## src/rtl/seg_access_check.sv

```systemverilog
module seg_access_check (
  input  logic        clk,
  input  logic        rst_n,
  input  logic        req_valid,
  input  logic [63:0] desc,
  input  logic [31:0] offset,
  input  logic [1:0]  kind,
  input  logic [1:0]  cpl,
  output logic        rsp_valid,
  output logic        fault,
  output logic [2:0]  cause,
  output logic [31:0] lin_addr
);
  logic [31:0] base, eff_lim;
  logic [19:0] lim20;
  logic [3:0]  typ;
  logic [1:0]  dpl;
  logic        pres, memcls, gran;
  logic        expdn, conf, priv_bad, rights_bad, lim_bad;
  logic [2:0]  cause_d;

  assign base    = {desc[63:56], desc[39:16]};
  assign lim20   = {desc[51:48], desc[15:0]};
  assign typ     = desc[43:40];
  assign memcls  = desc[44];
  assign dpl     = desc[46:45];
  assign pres    = desc[47];
  assign gran    = desc[55];
  assign eff_lim = gran ? {lim20, 12'hFFF} : {12'h000, lim20};

  assign expdn    = !typ[3] && typ[2];
  assign conf     = typ[3] && typ[2];
  assign priv_bad = !conf && (cpl > dpl);
  assign lim_bad  = expdn ? (offset <= eff_lim) : (offset > eff_lim);

  always_comb begin
    case (kind)
      2'd0:    rights_bad = (typ == 4'h8) || (typ == 4'hC);
      2'd1:    rights_bad = !((typ == 4'h2) || (typ == 4'h6));
      2'd2:    rights_bad = !((typ == 4'h8) || (typ == 4'hA) ||
                              (typ == 4'hC) || (typ == 4'hD));
      default: rights_bad = 1'b1;
    endcase
  end

  always_comb begin
    if (!pres)           cause_d = 3'd1;
    else if (!memcls)    cause_d = 3'd2;
    else if (priv_bad)   cause_d = 3'd3;
    else if (rights_bad) cause_d = 3'd4;
    else if (lim_bad)    cause_d = 3'd5;
    else                 cause_d = 3'd0;
  end

  always_ff @(posedge clk) begin
    if (!rst_n || !req_valid) begin
      rsp_valid <= 1'b0;
      fault     <= 1'b0;
      cause     <= 3'd0;
      lin_addr  <= 32'd0;
    end else begin
      rsp_valid <= 1'b1;
      fault     <= (cause_d != 3'd0);
      cause     <= cause_d;
      lin_addr  <= (cause_d == 3'd0) ? base + offset : 32'd0;
    end
  end
endmodule


```

## config.mk

```make
export PLATFORM = sky130hd
export DESIGN_NAME = seg_access_check
export DESIGN_NICKNAME = d
export VERILOG_FILES = /design/src/rtl/seg_access_check.sv
export SDC_FILE = /design/constraint.sdc
export NUM_CORES = 1
export LEC_CHECK = 0
export ABC_AREA = 0
export BUFFER_PORTS_ARGS = -buffer_cell sky130_fd_sc_hd__buf_2
export CAP_MARGIN = 20
export CORE_MARGIN = 2
export CORE_UTILIZATION = 45
export CTS_CLUSTER_SIZE = 25
export DETAILED_ROUTE_END_ITERATION = 12
export PLACE_DENSITY = 0.75
export SLEW_MARGIN = 20
export SYNTH_ARGS = -nofsm -noshare
export SYNTH_HDL_FRONTEND = slang
export SYNTH_SLANG_ARGS = --single-unit
```

## constraint.sdc

```tcl
create_clock -name clk -period 11.6 [get_ports clk]
set_input_delay 2.9 -clock clk [delete_from_list [all_inputs] [get_ports clk]]
set_output_delay 2.9 -clock clk [all_outputs]
set_load 0.01 [all_outputs]
```

==> results of run 1 <==
[layout make-up]
class                           count  area, um2  area share [%]
Inverter                           20       75.1            1.68
Clock buffer                        5       68.8            1.54
Sequential cell                    37        741            16.5
Timing Repair Buffer              137        708            15.8
Antenna cell                        1       2.50          0.0559
Tap cell                          102        128            2.85
Clock inverter                      3       68.8            1.54
Multi-Input combinational cell    373       2690            60.0
[cells in the final DEF, fill, tap and decap left out, drive strengths merged, types with 6 or more instances in the layout]
cell      n
nand2    37
o21ai    18
nand2b    8
ha       65
nor2     55
xnor2    15
a21o     16
mux2i    12
nor3      6
nand4    10
dfxtp    37
a21oi    48
inv      21
nand3     8
xor2      8
buf     137
[stage by stage]
stage | std cells | power, mW | util (%) | area, um2 | hold WS (ps)
final | 678 | 0.417 | 58.6 | 4480 | 2810
after global routing | 678 | 0.444 | 58.6 | 4480 | 2800
after global placement | 668 | 0.274 | 56.4 | 4310 | 3120
after detailed placement | 668 | 0.277 | 56.4 | 4310 | 3120
after CTS | 676 | 0.420 | 58.2 | 4450 | 2800
after floorplan | 438 | 0.233 | - | 3530 | 2990
[power breakdown]
part / switching, mW / internal (mW)
logic: 0.0808 / 0.0671
clock network: 0.0540 / 0.0867
registers: 0.000299 / 0.128
[cell families (layout without fill, tap and decap cells)]
family                     after synthesis  in the layout  synth area share, %
other                                    0              1                    0
DFF                                     37             37                 21.0
and+or+nand+nor                        149            149                 20.7
adders and majority gates               66             66                 23.6
buffers and inverters                   28            165                 3.16
xor gates and xnor gates                23             23                 5.71
AOI/OAI and AO/OA                      122            122                 22.1
muxes                                   13             13                 3.72
[path summary, 6_finish.rpt]
kind / from / end / cells after the start
worst max-delay path: desc[55] / lin_addr[25] / 12
worst min-delay path: desc[44] / cause[1] / 2
[registers in the layout, indices dropped and copies added, names as in the netlist]
signal and flops:
lin_addr 32, cause 3, fault 1, rsp_valid 1
[metal layers]
| metal | GRT usage (%) | vias up | part of all wire (%) |
|---|---|---|---|
| met5 | 0 | - | 0 |
| met4 | 9.08 | 0 | 3.1 |
| met3 | 3.34 | 24 | 5.2 |
| met2 | 38.3 | 120 | 45 |
| met1 | 28.7 | 1630 | 46 |
| li1 | - | 1868 | - |
==> run_results.csv, run 1 <==
group,metric,value,unit
floorplan,die_x,92.6,um
worst_setup_path,cp-start-kind,"input pin",
routing,remaining_drc_errors,0,
yosys,yosysMostFrequentCell,"ha_1",
routing,drt_iter0_markers,147,
place,gp_congestion,0.910,
worst_setup_path,critPathMaxStageDelay,640,ps
routing,wl,9690,um
layout,fill_cells,729,
yosys,synthesis.area,0.00353,mm2
floorplan,core,0.00765,mm2
yosys,synth_nets,607,
global_routing,grt_pass1_vias,3510,
clock_network,numCtsBuffers,5,
place,dp_hpwl,8050,um
worst_setup_path,crit_path_cell_trace,"buf_2 -> nand2_1 -> ha_1 -> nand4_1 -> nor4_2 -> nand2_1 -> or4_1 -> o21ai_2 -> mux2i_4 -> buf_16 -> nor2_1 -> mux2_2",
timing,fin_crit_sh,53.1,%
worst_setup_path,cp_max_fo,32,
timing,maxSlewHeadroom,44.0,%
worst_setup_path,cp.arrival,6350,ps
global_routing,grt_pass1_wl,15600,um
worst_setup_path,crit_family,"simple AND/OR/NAND/NOR gates",
yosys,synth_top_area_cell,"ha_1",
yosys,synth_top_area_share,23.0,%
clock_network,tritoncts,"built",
routing,vias,3642,
worst_setup_path,cp-end-kind,"flip-flop",
floorplan,ios,140,
clock_network,cts_max_path_buffers,2,
hold_path,hold_path_class,"input pin to flip-flop",
layout,nets,743,
clock_network,hold_buffers,0,
yosys,synth-warning-count,0,
timing,clock.fmax,162,MHz
clock_network,cts.repair.resized,0,
timing,finalMaxSlewViolations,0,
routing,viasPerCell,5.37,
floorplan,die_area,0.00857,mm2
clock_network,cts-root-buf,"clkbuf_8",
timing,setup_ws,5440,ps
yosys,syn_area_per_cell,8.06,um2
yosys,synth_commonest_cells,"ha_1, nor2_1, a21oi_1",
timing,fin_setup_tns,0,ps
worst_setup_path,crit_required,11800,ps
global_routing,track_usage,22.6,%
power,p_per_area,93.1,mW/mm2
routing,ant_nets,0,
floorplan,initial_core_util,46.1,%
timing,hold_viol,0,
worst_setup_path,critical_path_class,"input pin to flip-flop",
yosys,ys_types,57,
power,p_leak,2.30,nW
worst_setup_path,cp_num_buf_inv,2,
global_routing,grt_antenna_before_repair,1,
timing,setup_viol,0,
routing,wire_per_inst,14.3,um
yosys,synthArstFlopShare,0,%
clock_network,ctsHtreeMaxLevel,2,
layout,drive_above_1_share,27.7,%
power,ir_drop,0.0533,mV
worst_setup_path,cpMostUsedCell,"nand2_1",
timing,worst_slew_pin_slew,833,ps
global_routing,grt_remaining_overflow,0,
clock_network,cts_sinks,37,
yosys,ys_seq_elements,37,
worst_setup_path,critPathSlowestCell,"mux2i_4",
timing,period_needed,6160,ps
routing,drtPass1Iterations,4,
yosys,synth_top_cells_by_area,"ha_1, dfxtp_1, a21oi_1, nor2_1, nand2_1",
global_routing,grt_max_degree,34,
place,post-place-ws,4970,ps
place,io_buffers,136,
yosys,synthCells,438,
floorplan,die_h,92.6,um
clock_network,clk_pin_slew_worst_paths,90,ps
clock_network,post_cts_buffers,0,
outcome,outcome,"finished, final reports clean",
timing,rsz0062_at_grt,"no",
yosys,synth-edff-count,0,
floorplan,rows,32,
job,cap_viol_max_count,0,
yosys,synth-main-ff-cell,"dfxtp_1",
layout,synthToLayoutAreaGrowth,27.0,%
yosys,yosysSeqAreaShare,21.0,%
No activity file was read; power rests on OpenSTA's default activity.
==> inputs of run 2 (changes only) <==
Settings changed: ABC_AREA 0 to 1, PLACE_DENSITY 0.75 to 0.76.
Clock period 11.6 ns to 5.46 ns, I/O delays scaled along.
==> run 2 against run 1 <==
Net effect: utilization is 2.3 points lower; global-route usage is 1.6 points higher; sequential power increased by 110%; largest cell class unchanged.
==> run_results.csv, run 2 <==
group,metric,value,unit
outcome,outcome,"finished, final reports clean",
layout,largest_register,"lin_addr",
layout,synthToLayoutAreaGrowth,21.7,%
timing,maxSlewHeadroom,57.6,%
layout,multiInputGateArea,0.00296,mm2
routing,ant_nets,0,
global_routing,grt_max_degree,33,
clock_network,cts_max_path_buffers,2,
worst_setup_path,startpoint,"desc[55]",
layout,top_regs,"lin_addr (32), cause (3)",
global_routing,grt_remaining_overflow,0,
hold_path,hold_path_class,"input pin to flip-flop",
floorplan,initial_core_util,46.2,%
yosys,synthCells,574,
layout,ff_latch_area,741,um2
power,p_leak,2.69,nW
place,io_buffers,136,
yosys,synthArstFlopShare,0,%
worst_setup_path,cp-end-kind,"flip-flop",
yosys,yosysSeqAreaShare,18.4,%
global_routing,busiest_layer,"met2",
job,cap_viol_max_count,0,
timing,worst_slew_pin_slew,636,ps
floorplan,ios,140,
routing,wire_per_inst,14.3,um
global_routing,grt_pass1_wl,19000,um
global_routing,met3_usage,2.34,%
yosys,synth_top_area_cell,"ha_1",
power,p_int,0.575,mW
worst_setup_path,critical_path_class,"input pin to flip-flop",
timing,setup_ws,1530,ps
layout,largest_reg_flops,32,
routing,wl,11700,um
layout,insertedDiodeCount,0,
layout,nets,879,
clock_network,clk_pin_slew_worst_paths,80,ps
global_routing,grtUsageMet2,42.4,%
timing,setup_viol,0,
floorplan,rows,34,
power,ir_drop,0.0778,mV
layout,drive_above_1_share,27.8,%
floorplan,die_area,0.00973,mm2
timing,fin_crit_sh,72.0,%
layout,final_cells,819,
place,post-place-ws,1210,ps
place,gp_congestion,0.956,
timing,rsz0062_at_grt,"no",
layout,finalInstanceArea,0.00491,mm2
power,p_sw,0.347,mW
floorplan,die_x,98.7,um
clock_network,post_cts_buffers,0,
clock_network,cts-root-buf,"clkbuf_8",
power,p_per_area,188,mW/mm2
timing,clock.fmax,255,MHz
routing,drt_iter0_markers,162,
yosys,synth-warning-count,0,
power,sequentialPowerShare,30.0,%
yosys,synth_top_area_share,20.2,%
global_routing,grt_pass1_vias,4051,
timing,fin_setup_tns,0,ps
routing,drtPass1Iterations,5,
yosys,syn_area_per_cell,7.03,um2
power,p_comb_share,42.3,%
clock_network,hold_buffers,0,
clock_network,ctsHtreeMaxLevel,2,
timing,hold_viol,0,
routing,viasPerCell,5.12,
layout,fill_cells,894,
place,dp.cells,811,
worst_setup_path,cp_max_fo,32,
clock_network,tritoncts,"built",
routing,remaining_drc_errors,0,
place,dp_hpwl,10400,um
power,share_clk_of_total_power,27.6,%
yosys,synth_commonest_cells,"nand2_1, inv_1, ha_1",
yosys,ys_seq_elements,37,
yosys,synth-main-ff-cell,"dfxtp_1",
clock_network,cts_sinks,37,
routing,vias,4196,
place,dpl-instance-area,0.00479,mm2
yosys,ys_types,45,
yosys,synth_top_cells_by_area,"ha_1, dfxtp_1, nand2_1, inv_1, a21oi_1",
floorplan,die_h,98.7,um
global_routing,grt_antenna_before_repair,0,
worst_setup_path,cp.arrival,4140,ps
hold_path,hold_start,"desc[47]",
yosys,synth-edff-count,0,
clock_network,numCtsBuffers,5,
worst_setup_path,crit_required,5680,ps
power,p_sw_share,37.7,%
layout,final_cell_mix,"buf_2, nand2_1, inv_1",
clock_network,cts.repair.resized,0,
global_routing,track_usage,24.2,%
yosys,yosysMostFrequentCell,"nand2_1",
yosys,synthesis.area,0.00403,mm2
yosys,synth_nets,743,
layout,final_common_cell,"buf_2",
timing,finalMaxSlewViolations,0,
global_routing,grt_util_met1,31.4,%
worst_setup_path,cp-start-kind,"input pin",
floorplan,core,0.00872,mm2
timing,period_needed,3930,ps
run 2: changes by cell type after synthesis, sizes merged, moves of 8 or more:
cell,delta
xor2,+11
nand2b,-8
nor2,+28
nand3,+15
a21o,-13
nand2,+94
inv,+53
run 2: layout make-up:
cell class	instances	share of cell area [%]
repair buffers	136	13.9
flip-flops and latches	37	15.1
inverters	74	5.69
well taps	108	2.75
clock buffers	7	1.76
clock inverters	1	0.612
multi-input cells	456	60.2
run 2: critical path: stages:
cell	delay [ps]
buf_2	460
mux2i_1	310
ha_1	280
a21oi_1	140
o21ai_0	90
a21oi_1	140
nand2_1	70
nand2_1	80
nand2_2	70
nand2_1	80
nand2_1	60
nand3_1	90
nand4_1	110
clkinv_2	90
nand3_4	430
nor2_2	230
run 2: power by group through the flow:
stage / Clock [mW] / Combinational (mW) / Sequential, mW
floorplan: 0 / 0.268 / 0.287
global placement: 0 / 0.382 / 0.283
detailed placement: 0 / 0.388 / 0.284
CTS: 0.258 / 0.390 / 0.277
global route: 0.268 / 0.443 / 0.278
finish: 0.255 / 0.391 / 0.277
run 2: layer usage:
metal  vias up  part of all wire (%)  routed length, um
met4         0                   2.0                229
met2       114                    48               5650
met3        18                   4.9                578
met1      1897                    45               5270
li1       2167                     -                  -
met5         -                     0                  0
run 2: kinds of logic after synthesis:
family | Yosys count | synth area share (%)
XOR/XNOR | 29 | 6.30
multiplexers | 8 | 1.99
AND/OR/NAND/NOR | 261 | 30.9
adder cells (fa/ha/maj) | 66 | 20.7
buffers and inverters | 81 | 8.35
AO/OA/AOI/OAI | 92 | 13.4
flip-flops | 37 | 18.4
run 2: stage by stage:
stage	hold slack [ps]	util, %	power, mW
final	1340	56.3	0.923
after CTS	1330	56.3	0.925
after global placement	1610	54.9	0.665
after global routing	1340	56.3	0.988
after floorplan	1460	-	0.555
after detailed placement	1640	54.9	0.672
run 2: path summary, 6_finish.rpt:
kind | depth (start not counted) | slack [ps] | end
min | 2 | 1340 | cause[0]
max | 16 | 1530 | lin_addr[8]
==> inputs of run 3 (changes only) <==
Settings changed: PLACE_DENSITY 0.76 to 0.73.
Clock period 5.46 ns to 4 ns, I/O delays scaled along.
==> run 3 against run 2 <==
Net effect: count of clock-buffer cells in the layout unchanged; routed wire length decreased by 0.51%; critical path depth increased by 1; sequential power increased by 36%; clock power increased by 35%; die area unchanged; cell count increased by 0.37%; first-iteration DRC count increased by 56%; critical endpoint is now lin_addr[30]; non-clock buffer count increased by 3; utilization increased by 0.40 points.
==> run_results.csv, run 3 (synthesis results as in run 2) <==
group,metric,value,unit
layout,final_cells,822,
clock_network,tritoncts,"built",
power,p_comb_share,42.6,%
layout,ff_latch_area,741,um2
floorplan,core,0.00872,mm2
clock_network,cts-root-buf,"clkbuf_8",
global_routing,grt_remaining_overflow,0,
power,p_per_area,254,mW/mm2
clock_network,clk_pin_slew_worst_paths,80,ps
timing,fin_crit_sh,87.1,%
worst_setup_path,critical_path_class,"input pin to flip-flop",
routing,vias,4258,
routing,drt_iter0_markers,253,
layout,top_regs,"lin_addr (32), cause (3)",
clock_network,cts.repair.resized,0,
place,dp.cells,814,
floorplan,ios,140,
floorplan,initial_core_util,46.2,%
timing,period_needed,3480,ps
floorplan,die_area,0.00973,mm2
layout,drive_above_1_share,28.2,%
routing,wire_per_inst,14.2,um
hold_path,hold_path_class,"input pin to flip-flop",
clock_network,ctsHtreeMaxLevel,2,
power,p_int,0.787,mW
routing,wl,11700,um
floorplan,rows,34,
timing,finalMaxSlewViolations,0,
power,p_sw,0.470,mW
global_routing,track_usage,24.2,%
global_routing,grt_max_degree,33,
clock_network,cts_max_path_buffers,2,
power,p_leak,2.71,nW
layout,largest_register,"lin_addr",
timing,maxSlewHeadroom,62.3,%
power,p_sw_share,37.4,%
layout,nets,882,
clock_network,hold_buffers,0,
power,sequentialPowerShare,30.1,%
worst_setup_path,cp.arrival,3720,ps
worst_setup_path,crit_required,4230,ps
global_routing,grt_pass1_wl,18600,um
clock_network,numCtsBuffers,5,
timing,hold_viol,0,
place,dp_hpwl,10200,um
clock_network,cts_sinks,37,
worst_setup_path,cp_max_fo,32,
job,cap_viol_max_count,0,
global_routing,grt_pass1_vias,3943,
place,gp_congestion,0.904,
layout,synthToLayoutAreaGrowth,22.6,%
worst_setup_path,cp-start-kind,"input pin",
worst_setup_path,cp-end-kind,"flip-flop",
routing,drtPass1Iterations,4,
layout,fill_cells,880,
timing,setup_viol,0,
timing,clock.fmax,287,MHz
floorplan,die_x,98.7,um
layout,final_cell_mix,"buf_2, nand2_1, inv_1",
layout,multiInputGateArea,0.00296,mm2
timing,rsz0062_at_grt,"no",
global_routing,grt_antenna_before_repair,0,
routing,remaining_drc_errors,0,
timing,setup_ws,518,ps
power,ir_drop,0.116,mV
routing,viasPerCell,5.18,
power,share_clk_of_total_power,27.3,%
clock_network,post_cts_buffers,0,
routing,ant_nets,0,
floorplan,die_h,98.7,um
layout,largest_reg_flops,32,
outcome,outcome,"finished, final reports clean",
layout,final_common_cell,"buf_2",
layout,insertedDiodeCount,0,
timing,fin_setup_tns,0,ps
place,io_buffers,136,
place,post-place-ws,269,ps
timing,worst_slew_pin_slew,566,ps
## run 3: cell count changes in the layout (fill, tap and decap cells not counted), sizes merged
cell,before,now
buf,136,139
## run 3: routing by layer
| metal | wire length [um] | GRT usage (%) |
|---|---|---|
| met1 | 5350 | 31.8 |
| met2 | 5440 | 41.0 |
| met3 | 571 | 3.12 |
| met4 | 308 | 8.11 |
| met5 | 0 | 0 |
## run 3: power groups by stage
stage | logic, mW | registers, mW | clock network, mW
after global placement | 0.521 | 0.387 | 0
after CTS | 0.533 | 0.378 | 0.352
after detailed placement | 0.530 | 0.387 | 0
final | 0.536 | 0.378 | 0.343
after global routing | 0.603 | 0.379 | 0.368
after floorplan | 0.365 | 0.392 | 0
## run 3: layout make-up
class / instances / area share, %
multi-input combinational: 456 / 59.8
timing repair buffer: 139 / 14.5
clock inverter: 1 / 0.608
clock buffer: 7 / 1.75
sequential: 37 / 15.0
tap: 108 / 2.73
inverter: 74 / 5.65
## run 3: metrics by stage
step	hold slack, ps	instance area (um2)	util [%]	power, mW
after floorplan	1090	4030	-	0.757
after global placement	1250	4830	55.3	0.907
after detailed placement	1260	4830	55.3	0.917
after CTS	945	4940	56.7	1.26
after global routing	964	4940	56.7	1.35
final	953	4940	56.7	1.26
## run 3: final timing paths
check / from / to / cells after the start
hold / removal: req_valid / cause[0] / 3
setup / recovery: desc[55] / lin_addr[30] / 17
## run 3: critical path, stage by stage
cell      delay (ps)
buf_2            450
mux2i_1          250
ha_1             270
a21oi_1          200
o21ai_0          110
a21oi_1          130
nand2_1           60
nand2_1           90
nand2_2           70
nand2_1           80
nand2_1           60
nand3_1           90
nand4_1          100
clkinv_2          90
nand3_4          250
buf_4            290
nor2_4            90
